## config.mk

```make
export PLATFORM = sky130hd
export DESIGN_NAME = dac_serial_frame_rx
export DESIGN_NICKNAME = d
export VERILOG_FILES = /design/src/rtl/dac_serial_frame_rx.sv
export SDC_FILE = /design/constraint.sdc
export NUM_CORES = 1
export LEC_CHECK = 0
export BUFFER_PORTS_ARGS = -buffer_cell sky130_fd_sc_hd__buf_4
export CAP_MARGIN = 10
export CORE_AREA = 2 2 76 78
export DETAILED_ROUTE_END_ITERATION = 6
export DIE_AREA = 0 0 78 80
export SLEW_MARGIN = 0
export SYNTH_ARGS = -nofsm -noshare
export SYNTH_HDL_FRONTEND = slang
export SYNTH_SLANG_ARGS = --single-unit
export TNS_END_PERCENT = 5
```

## constraint.sdc

```tcl
create_clock -name clk -period 1.9 [get_ports clk]
set_clock_uncertainty 0.15 [all_clocks]
set_input_delay 0.095 -clock clk [delete_from_list [all_inputs] [get_ports clk]]
set_output_delay 0.095 -clock clk [all_outputs]
set_load 0.1 [all_outputs]
```

## src/rtl/dac_serial_frame_rx.sv

```systemverilog
module dac_serial_frame_rx #(
  parameter int DATA_W = 16,
  parameter int OUT_W  = 16
) (
  input  logic             clk,
  input  logic             rst,
  input  logic             sclk,
  input  logic             csn,
  input  logic             sdi,
  output logic             sdo,
  output logic             wr_en,
  output logic [1:0]       wr_ch,
  output logic [3:0]       wr_sel,
  output logic [OUT_W-1:0] wr_data
);
  localparam int FRAME_W = DATA_W + 2;
  localparam int CHAIN_W = FRAME_W + 1;

  logic [2:0]         sclk_q;
  logic [2:0]         csn_q;
  logic [1:0]         sdi_q;
  logic [CHAIN_W-1:0] chain;
  logic [OUT_W-1:0]   word_ext;
  logic               shift_en;
  logic               load_en;

  always_ff @(posedge clk) begin
    if (rst) begin
      sclk_q <= '0;
      csn_q  <= '1;
      sdi_q  <= '0;
    end else begin
      sclk_q <= {sclk_q[1:0], sclk};
      csn_q  <= {csn_q[1:0], csn};
      sdi_q  <= {sdi_q[0], sdi};
    end
  end

  assign shift_en = sclk_q[1] & ~sclk_q[2] & ~csn_q[1];
  assign load_en  = csn_q[1] & ~csn_q[2];

  always_ff @(posedge clk) begin
    if (rst)
      chain <= '0;
    else if (shift_en)
      chain <= {chain[CHAIN_W-2:0], sdi_q[1]};
  end

  assign sdo = chain[CHAIN_W-1];

  always_comb begin
    word_ext = '0;
    word_ext[DATA_W-1:0] = chain[DATA_W-1:0];
  end

  always_ff @(posedge clk) begin
    if (rst) begin
      wr_en   <= 1'b0;
      wr_ch   <= '0;
      wr_data <= '0;
    end else begin
      wr_en <= load_en;
      if (load_en) begin
        wr_ch   <= chain[FRAME_W-1 -: 2];
        wr_data <= word_ext;
      end
    end
  end

  for (genvar i = 0; i < 4; i++) begin : g_sel
    assign wr_sel[i] = wr_en && (wr_ch == 2'(i));
  end
endmodule

```

==> impl_metrics.env, run 1 <==
export IMPL_synth_cells=187
export IMPL_multi_input_area_um2=608
export IMPL_use_met3_pct=4.30
export IMPL_critical_path_max_stage_delay_ns=0.50
export IMPL_r2r_cells=3
export IMPL_mostFrequentLayoutCells="nand2_1, dfxtp_1, a21oi_1"
export IMPL_drive_gt1_share_pct=21.3
export IMPL_cts_reportedPaths_clkPinSlew_ns=0.08
export IMPL_wirelength_um=2990
export IMPL_ant_nets=0
export IMPL_internal_power_uw=1380
export IMPL_max_freq_mhz=645
export IMPL_grt_most_used_layer="met2"
export IMPL_grt_pass1_wl_um=5280
export IMPL_swShare_pct=20.0
export IMPL_pwr_share_seq_pct=56.4
export IMPL_finalSetupTns_ns=0
export IMPL_nNetsFinal=220
export IMPL_worstSetupStartpointType="flop"
export IMPL_maxCapViolCount=0
export IMPL_hpwl_um=1830
export IMPL_fillers=590
export IMPL_hold_viol=0
export IMPL_hp_class="primary input to flop"
export IMPL_antenna_cells=0
export IMPL_switchingPower_uw=345
export IMPL_path_depth=2
export IMPL_cts_root_buf="clkbuf_8"
export IMPL_synth_ff_latch_count=46
export IMPL_synth_warnings=0
export IMPL_drtIter0Drc=67
export IMPL_cts_sinks=46
export IMPL_holdPathStages=2
export IMPL_post_route_min_period_ns=1.55
export IMPL_clock_power_share_pct=40.8
export IMPL_cts_tree="yes"
export IMPL_h_tree_depth=2
export IMPL_r2r_slack_ns=0.39
export IMPL_worst_path_max_delay_cell="dfxtp_1"
export IMPL_grt_max_degree=47
export IMPL_slew_headroom_pct=49.7
export IMPL_critPathKind="flop to primary output"
export IMPL_clk_latency_ns=0.30
export IMPL_overflow=0
export IMPL_layout_commonest_cell="nand2_1"
export IMPL_worstPathRequired_ns=1.65
export IMPL_crit_chain="and3b_2 -> buf_4"
export IMPL_end_kind="primary output"
export IMPL_total_power_uw=1730
export IMPL_gr_usage_all_layers_pct=10.7
export IMPL_status="finished, final reports clean"
export IMPL_io_pins=29
export IMPL_drc=0
export IMPL_leakagePower_uw=0.000712
export IMPL_coreArea_mm2=0.00541
export IMPL_first_pass_iters=4
export IMPL_grt_pass1_vias=1152
export IMPL_use_met2_pct=16.8
export IMPL_path_max_fanout=6
export IMPL_setup_viol=0
export IMPL_path_buf_inv=1
export IMPL_grt_use_met1_pct=12.9
export IMPL_via_per_inst=4.26
export IMPL_grt_antenna_before_repair=0
export IMPL_gp_congestion=0.711
export IMPL_avgSynthCellArea_um2=8.46
export IMPL_powerDensity_mw_per_mm2=871
export IMPL_synth_cell_type_count=17
export IMPL_fin_crit_sh_pct=81.6
export IMPL_die_height_um=80
export IMPL_pwr_share_comb_pct=2.8
export IMPL_post_cts_setup_buffer_count=0
export IMPL_vias=1228
export IMPL_rsz0062_at_grt="false"
export IMPL_row_count=27
export IMPL_syn_num_nets=192
export IMPL_dieArea_mm2=0.00624
export IMPL_final_seq_area_um2=923
export IMPL_max_vdd_ir_drop_mv=0.291
export IMPL_io_buffers=28
export IMPL_cp_top_family="flip-flops"
export IMPL_wire_per_inst_um=10.4
export IMPL_cts_path_max_buffers=2
export IMPL_die_w_um=78
export IMPL_initial_utilization_pct=29.3
export IMPL_ys_seq_area_share_pct=58.2
export IMPL_final_max_slew_viol_count=0
export IMPL_synthesis_area_mm2=0.00158
export IMPL_cp_arrival_ns=1.31
export IMPL_cts_buffers=5
export IMPL_areaGrowthSynthToFinish_pct=25.4
export IMPL_tightest_slew_ns=0.754
[power groups by stage]
| stage | logic (uW) | registers [uW] | clock network, uW |
|---|---|---|---|
| 2_1_floorplan | 30.9 | 999 | 0 |
| 3_5_place_dp | 43.6 | 997 | 0 |
| 4_1_cts | 48.4 | 974 | 732 |
| 3_3_place_gp | 43.0 | 997 | 0 |
| 5_1_grt | 52.5 | 976 | 779 |
| 6_report | 47.7 | 974 | 705 |
[layer usage]
metal | vias to the layer above | wire length (um) | share of wire, %
met5 | - | 0 | 0
met4 | 0 | 54 | 1.8
met3 | 6 | 178 | 6.0
met2 | 26 | 1330 | 45
met1 | 545 | 1430 | 48
li1 | 651 | - | -
[worst reg2reg max path: cells and delay by family, from the launching register on]
kind	cells	cell delay, ns
DFF	1	0.36
and+or+nand+nor	2	0.81
AOI/OAI and AO/OA	1	0.07
[cell type report]
type                    instances  area share, %
well taps                      72           4.54
clock inverters                 1           1.51
multi-input cells             129           30.7
flip-flops and latches         46           46.6
repair buffers                 33           12.9
clock buffers                   7           3.85
[synthesized netlist by cell type, drive strengths merged]
library cell	count	area [um^2]
nor3b	2	26.3
or3b	1	8.76
and3	1	6.26
or2	3	18.8
nand2	75	282
and3b	1	8.76
nor2b	6	37.5
buf	9	62.6
clkbuf	3	11.3
nand2b	1	6.26
dfxtp	46	921
nor2	2	7.51
a21oi	37	185
[metrics by stage]
stage          worst slack (ns)  std cells  util [%]  instance area (um^2)  hold WS [ns]
6_report                  0.350        288      36.7                  1980        0.0741
5_1_grt                   0.253        288      36.7                  1980        0.0915
4_1_cts                   0.339        288      36.7                  1980        0.0731
3_5_place_dp              0.394        277      34.2                  1850         0.132
3_3_place_gp              0.405        277      34.2                  1850         0.130
2_1_floorplan            -0.106        187         -                  1610        0.0488
[flip-flops by register name (all words and copies together), names as in the netlist]
signal,flops
chain,19
wr_data,16
csn_q,3
sclk_q,3
sdi_q,2
wr_ch,2
wr_en,1
[final timing paths]
check                             start                endpoint
setup / recovery  wr_ch[0]$_SDFFE_PP0P_               wr_sel[1]
hold / removal                      rst    sclk_q[1]$_SDFF_PP0_
setup reg to reg    csn_q[1]$_SDFF_PP1_  chain[16]$_SDFFE_PP0P_
hold reg to reg     csn_q[0]$_SDFF_PP1_     csn_q[1]$_SDFF_PP1_
[cell families (layout without fill, tap and decap cells)]
group | Yosys count | in the layout | synth area share (%)
simple gates | 92 | 92 | 25.4
flops | 46 | 46 | 58.2
compound gates | 37 | 37 | 11.7
buf+inv | 12 | 41 | 4.67
[repair_timing]
item / in CTS / in global routing
hold buffers: 3 / 0
resized for setup: 0 / 0
endpoints found under the hold margin: 3 / 0
Power figures use the tool's default switching activity.
==> run 2, diff against run 1 <==
- ABC_AREA: not set -> 1
- CORE_AREA: 2 2 76 78 -> 2 2 83 85
- DIE_AREA: 0 0 78 80 -> 0 0 85 87
- clock period: 1.9 -> 1.24 ns (I/O delays scaled with it)
==> impl_metrics.env, run 2 <==
export IMPL_status="complete, but fails checks"
export IMPL_violations="setup timing"
export IMPL_avgSynthCellArea_um2=8.02
export IMPL_grt_max_degree=24
export IMPL_h_tree_depth=2
export IMPL_fin_crit_sh_pct=112
export IMPL_gr_usage_all_layers_pct=9.67
export IMPL_path_buf_inv=2
export IMPL_reg_top3="chain (19), wr_data (16)"
export IMPL_ys_seq_area_share_pct=48.8
export IMPL_die_w_um=85
export IMPL_cts_tree="yes"
export IMPL_coreArea_mm2=0.00657
export IMPL_critPathKind="flop to primary output"
export IMPL_final_core_util_pct=37.2
export IMPL_async_reset_ff_share_pct=0
export IMPL_cp_arrival_ns=1.18
export IMPL_wirelength_um=3100
export IMPL_synthTopCellsByArea="dfxtp_1, nor2_1, inv_1"
export IMPL_synth_commonest_cells="nor2_1, dfxtp_1, inv_1, nand2_1"
export IMPL_rsz0062_at_grt="true"
export IMPL_synth_top_area_share_pct=48.8
export IMPL_io_buffers=28
export IMPL_clk_latency_ns=0.30
export IMPL_first_pass_iters=4
export IMPL_hpwl_um=2090
export IMPL_largest_reg_flops=19
export IMPL_drtIter0Drc=71
export IMPL_initial_utilization_pct=28.7
export IMPL_grt_pass1_wl_um=5840
export IMPL_final_max_slew_viol_count=0
export IMPL_max_freq_mhz=719
export IMPL_path_max_fanout=5
export IMPL_hold_viol=0
export IMPL_worstPathRequired_ns=1.03
export IMPL_cts_reportedPaths_clkPinSlew_ns=0.09
export IMPL_place_ws_ns=0.0660
export IMPL_yosysTopAreaCell="dfxtp_1"
export IMPL_cp_top_family="flip-flops"
export IMPL_via_per_inst=3.94
export IMPL_gp_congestion=0.665
export IMPL_r2r_cells=5
export IMPL_tightest_slew_ns=0.326
export IMPL_dp_cells=336
export IMPL_areaGrowthSynthToFinish_pct=29.7
export IMPL_maxCapViolCount=0
export IMPL_io_pins=29
export IMPL_crit_chain="inv_4 -> nor3_4 -> buf_12"
export IMPL_drc=0
export IMPL_synthesis_area_mm2=0.00189
export IMPL_end_kind="primary output"
export IMPL_max_vdd_ir_drop_mv=0.488
export IMPL_layout_commonest_cell="nor2_1"
export IMPL_leakagePower_uw=0.00114
export IMPL_total_power_uw=2980
export IMPL_wire_per_inst_um=8.87
export IMPL_worst_path_max_delay_cell="dfxtp_4"
export IMPL_path_depth=3
export IMPL_powerDensity_mw_per_mm2=1220
export IMPL_nNetsFinal=274
export IMPL_row_count=30
export IMPL_post_route_min_period_ns=1.39
export IMPL_cts_sinks=46
export IMPL_synth_cells=235
export IMPL_cts_root_buf="clkbuf_8"
export IMPL_synth_most_common_cell="nor2_1"
export IMPL_synth_edf_count=0
export IMPL_synth_cell_type_count=19
export IMPL_syn_num_nets=240
export IMPL_die_height_um=87
export IMPL_synth_ff_latch_count=46
export IMPL_worstSetupStartpointType="flop"
export IMPL_vias=1380
export IMPL_fin_cells=350
export IMPL_ant_nets=0
export IMPL_antenna_cells=0
export IMPL_grt_pass1_vias=1338
export IMPL_synthFlopType="dfxtp_1"
export IMPL_drive_gt1_share_pct=31.9
export IMPL_cts_path_max_buffers=2
export IMPL_holdPathStages=2
export IMPL_r2r_slack_ns=0.09
export IMPL_overflow=0
export IMPL_cts_buffers=5
export IMPL_worst_slack_ns=-0.150
export IMPL_setup_viol=4
export IMPL_critical_path_max_stage_delay_ns=0.42
export IMPL_hp_class="flop to flop"
export IMPL_slew_headroom_pct=78.2
export IMPL_dieArea_mm2=0.00740
export IMPL_largest_register="chain"
export IMPL_synth_warnings=0
export IMPL_grt_antenna_before_repair=0
export IMPL_fin_hold_ws_ns=0.255
export IMPL_mostFrequentLayoutCells="nor2_1, dfxtp_1, inv_1"
==> run 2: final timing paths <==
path / startpoint / end
setup / recovery: wr_ch[1]$_SDFFE_PP0P_ / wr_sel[2]
hold / removal: sclk_q[0]$_SDFF_PP0_ / sclk_q[1]$_SDFF_PP0_
hold reg to reg: sclk_q[0]$_SDFF_PP0_ / sclk_q[1]$_SDFF_PP0_
setup reg to reg: csn_q[1]$_SDFF_PP1_ / chain[2]$_SDFFE_PP0P_
==> run 2: power by group <==
| part | leakage [uW] | switching, uW | total [uW] | internal, uW |
|---|---|---|---|---|
| combinational | 0.000715 | 247 | 349 | 101 |
| sequential | 0.000376 | 22.7 | 1530 | 1510 |
| clock | 0.0000514 | 497 | 1100 | 602 |
==> run 2: area by class of cell <==
cell class                 count  area [um^2]
multi-input combinational    145          753
clock buffer                   6         72.6
fill                         662         4120
timing repair buffer          39          422
sequential                    46          932
inverter                      32          128
clock inverter                 2         37.5
tap                           80          100
==> run 2: cells by family (layout without fill, tap and decap cells) <==
group | Yosys count | in the layout | synth area share [%]
buffers and inverters | 44 | 79 | 13.6
DFF | 46 | 46 | 48.8
AOI/OAI and AO/OA | 18 | 18 | 4.78
and+or+nand+nor | 127 | 127 | 32.8
==> run 2: metal layers <==
layer,global-route usage (%),part of all wire [%]
met1,11.5,47
met2,16.5,47
met3,2.37,3.7
met4,4.33,2.1
met5,0,0
==> run 2: what timing repair did <==
item / 4_1_cts / 5_1_grt
buffers inserted: 2 / 0
hold endpoints to repair: 8 / 0
pin swaps: 1 / 4
setup endpoints to repair: 4 / 16
hold buffers: 4 / 0
gates resized for setup: 15 / 8
gates cloned: 0 / 0
==> run 2: per-stage QoR <==
step	instance area [um^2]	TNS (ns)
after global routing	2440	-0.854
after CTS	2420	-0.758
after floorplan	1940	-4.19
final	2440	-0.569
after global placement	2200	0
after detailed placement	2200	0
==> run 2: tightest hold or removal path, cell delays in order (launching register included) <==
cell and delay [ns]:
dfxtp_1 0.30, inv_1 0.04, nor2_1 0.03
==> run 3, diff against run 2 <==
- ABC_AREA: 1 -> not set
- CORE_AREA: 2 2 83 85 -> 2 2 61 63
- DIE_AREA: 0 0 85 87 -> 0 0 63 65
- PLACE_DENSITY: not set -> 0.71
==> impl_metrics.env, run 3 (synthesis results as in run 1) <==
export IMPL_grt_pass1_vias=1164
export IMPL_largest_register="chain"
export IMPL_ant_nets=0
export IMPL_overflow=0
export IMPL_max_freq_mhz=720
export IMPL_slew_headroom_pct=69.0
export IMPL_io_pins=29
export IMPL_die_height_um=65
export IMPL_fillers=302
export IMPL_h_tree_depth=2
export IMPL_cts_path_max_buffers=2
export IMPL_io_buffers=28
export IMPL_via_per_inst=4.68
export IMPL_cts_tree="yes"
export IMPL_rsz0062_at_grt="true"
export IMPL_path_max_fanout=6
export IMPL_cts_reportedPaths_clkPinSlew_ns=0.12
export IMPL_max_vdd_ir_drop_mv=0.893
export IMPL_reg_top3="chain (19), wr_data (16)"
export IMPL_place_ws_ns=-0.0480
export IMPL_coreArea_mm2=0.00350
export IMPL_fin_hold_ws_ns=0.272
export IMPL_worstPathRequired_ns=1.03
export IMPL_drc=0
export IMPL_hpwl_um=1840
export IMPL_violations="setup timing"
export IMPL_powerDensity_mw_per_mm2=1060
export IMPL_row_count=22
export IMPL_dieArea_mm2=0.00410
export IMPL_setup_viol=26
export IMPL_multi_input_area_um2=633
export IMPL_grt_antenna_before_repair=0
export IMPL_wirelength_um=3080
export IMPL_drive_gt1_share_pct=30.9
export IMPL_cts_buffers=5
export IMPL_hold_viol=0
export IMPL_cp_arrival_ns=1.18
export IMPL_areaGrowthSynthToFinish_pct=40.8
export IMPL_tightest_slew_ns=0.464
export IMPL_final_max_slew_viol_count=0
export IMPL_drtIter0Drc=37
export IMPL_antenna_cells=0
export IMPL_mostFrequentLayoutCells="nand2_1, dfxtp_1, a21oi_1"
export IMPL_end_kind="primary output"
export IMPL_final_seq_area_um2=933
export IMPL_layout_commonest_cell="nand2_1"
export IMPL_hp_class="flop to flop"
export IMPL_maxCapViolCount=0
export IMPL_first_pass_iters=4
export IMPL_initial_utilization_pct=45.2
export IMPL_die_w_um=63
export IMPL_worstSetupStartpointType="flop"
export IMPL_gr_usage_all_layers_pct=15.9
export IMPL_grt_max_degree=47
export IMPL_vias=1301
export IMPL_wire_per_inst_um=11.1
export IMPL_worst_slack_ns=-0.149
export IMPL_cts_sinks=46
export IMPL_status="complete, but fails checks"
export IMPL_critPathKind="flop to primary output"
export IMPL_fin_crit_sh_pct=112
export IMPL_gp_congestion=0.680
export IMPL_nNetsFinal=234
export IMPL_cts_root_buf="clkbuf_4"
export IMPL_clk_latency_ns=0.36
export IMPL_post_route_min_period_ns=1.39
export IMPL_grt_pass1_wl_um=4980
export IMPL_largest_reg_flops=19
export IMPL_leakagePower_uw=0.000818
==> run 3: changes by cell type in the layout (fill, tap and decap cells not counted), sizes merged, moves of 2 or more <==
cell / before / now
a21oi: 0 / 37
buf: 35 / 43
clkinv: 0 / 2
inv: 32 / 0
nand2: 40 / 75
nor2: 80 / 2
nor2b: 0 / 6
nor3: 4 / 0
nor3b: 0 / 2
o21ai: 18 / 0
==> run 3: worst paths after layout <==
path | end | cells after the start | start | slack (ns)
worst max-delay path | wr_sel[2] | 3 | wr_ch[1]$_SDFFE_PP0P_ | -0.15
worst min-delay path | csn_q[1]$_SDFF_PP1_ | 1 | csn_q[0]$_SDFF_PP1_ | 0.27
worst max register to register | chain[4]$_SDFFE_PP0P_ | 4 | sclk_q[2]$_SDFF_PP0_ | -0.04
worst min register to register | csn_q[1]$_SDFF_PP1_ | 1 | csn_q[0]$_SDFF_PP1_ | 0.27
==> run 3: layout make-up <==
cell class | count | area share (%)
Tap cell | 48 | 2.70
Sequential cell | 46 | 41.9
Clock inverter | 2 | 0.449
Clock buffer | 6 | 2.81
Timing Repair Buffer | 47 | 23.7
Multi-Input combinational cell | 129 | 28.4
==> run 3: stage by stage <==
| step | cells | power [uW] | util (%) | instance area [um^2] | setup TNS, ns |
|---|---|---|---|---|---|
| after floorplan | 187 | 1580 | - | 1610 | -5.01 |
| after global placement | 264 | 1600 | 54.4 | 1900 | -0.387 |
| after detailed placement | 264 | 1600 | 54.4 | 1900 | -0.613 |
| after CTS | 276 | 2400 | 60.0 | 2100 | -1.12 |
| after global routing | 278 | 2480 | 63.7 | 2230 | -2.79 |
| final | 278 | 2370 | 63.7 | 2230 | -1.16 |
==> run 3: where the power goes <==
| group | switching, uW | internal (uW) |
|---|---|---|
| Sequential | 4.36 | 1490 |
| Combinational | 53.0 | 44.6 |
| Clock | 447 | 337 |
==> run 3: critical path, cell delays in order (launching register included) <==
cell and delay, ns:
dfxtp_2 0.41, nand2_1 0.11, nor2_4 0.12, buf_12 0.18
==> run 3: timing repair <==
| action | CTS | global route |
|---|---|---|
| endpoints found under the hold margin | 42 | 0 |
| endpoints found under the setup margin | 40 | 58 |
| gates resized for setup | 23 | 30 |
| hold buffers | 4 | 0 |
| buffers inserted | 0 | 2 |
==> run 3: metal layers <==
| metal | vias up | GRT usage [%] | part of all wire [%] |
|---|---|---|---|
| met4 | 0 | 7.50 | 1.7 |
| li1 | 683 | - | - |
| met2 | 26 | 27.3 | 51 |
| met1 | 586 | 17.6 | 43 |
| met3 | 6 | 5.73 | 4.1 |
| met5 | - | 0 | 0 |
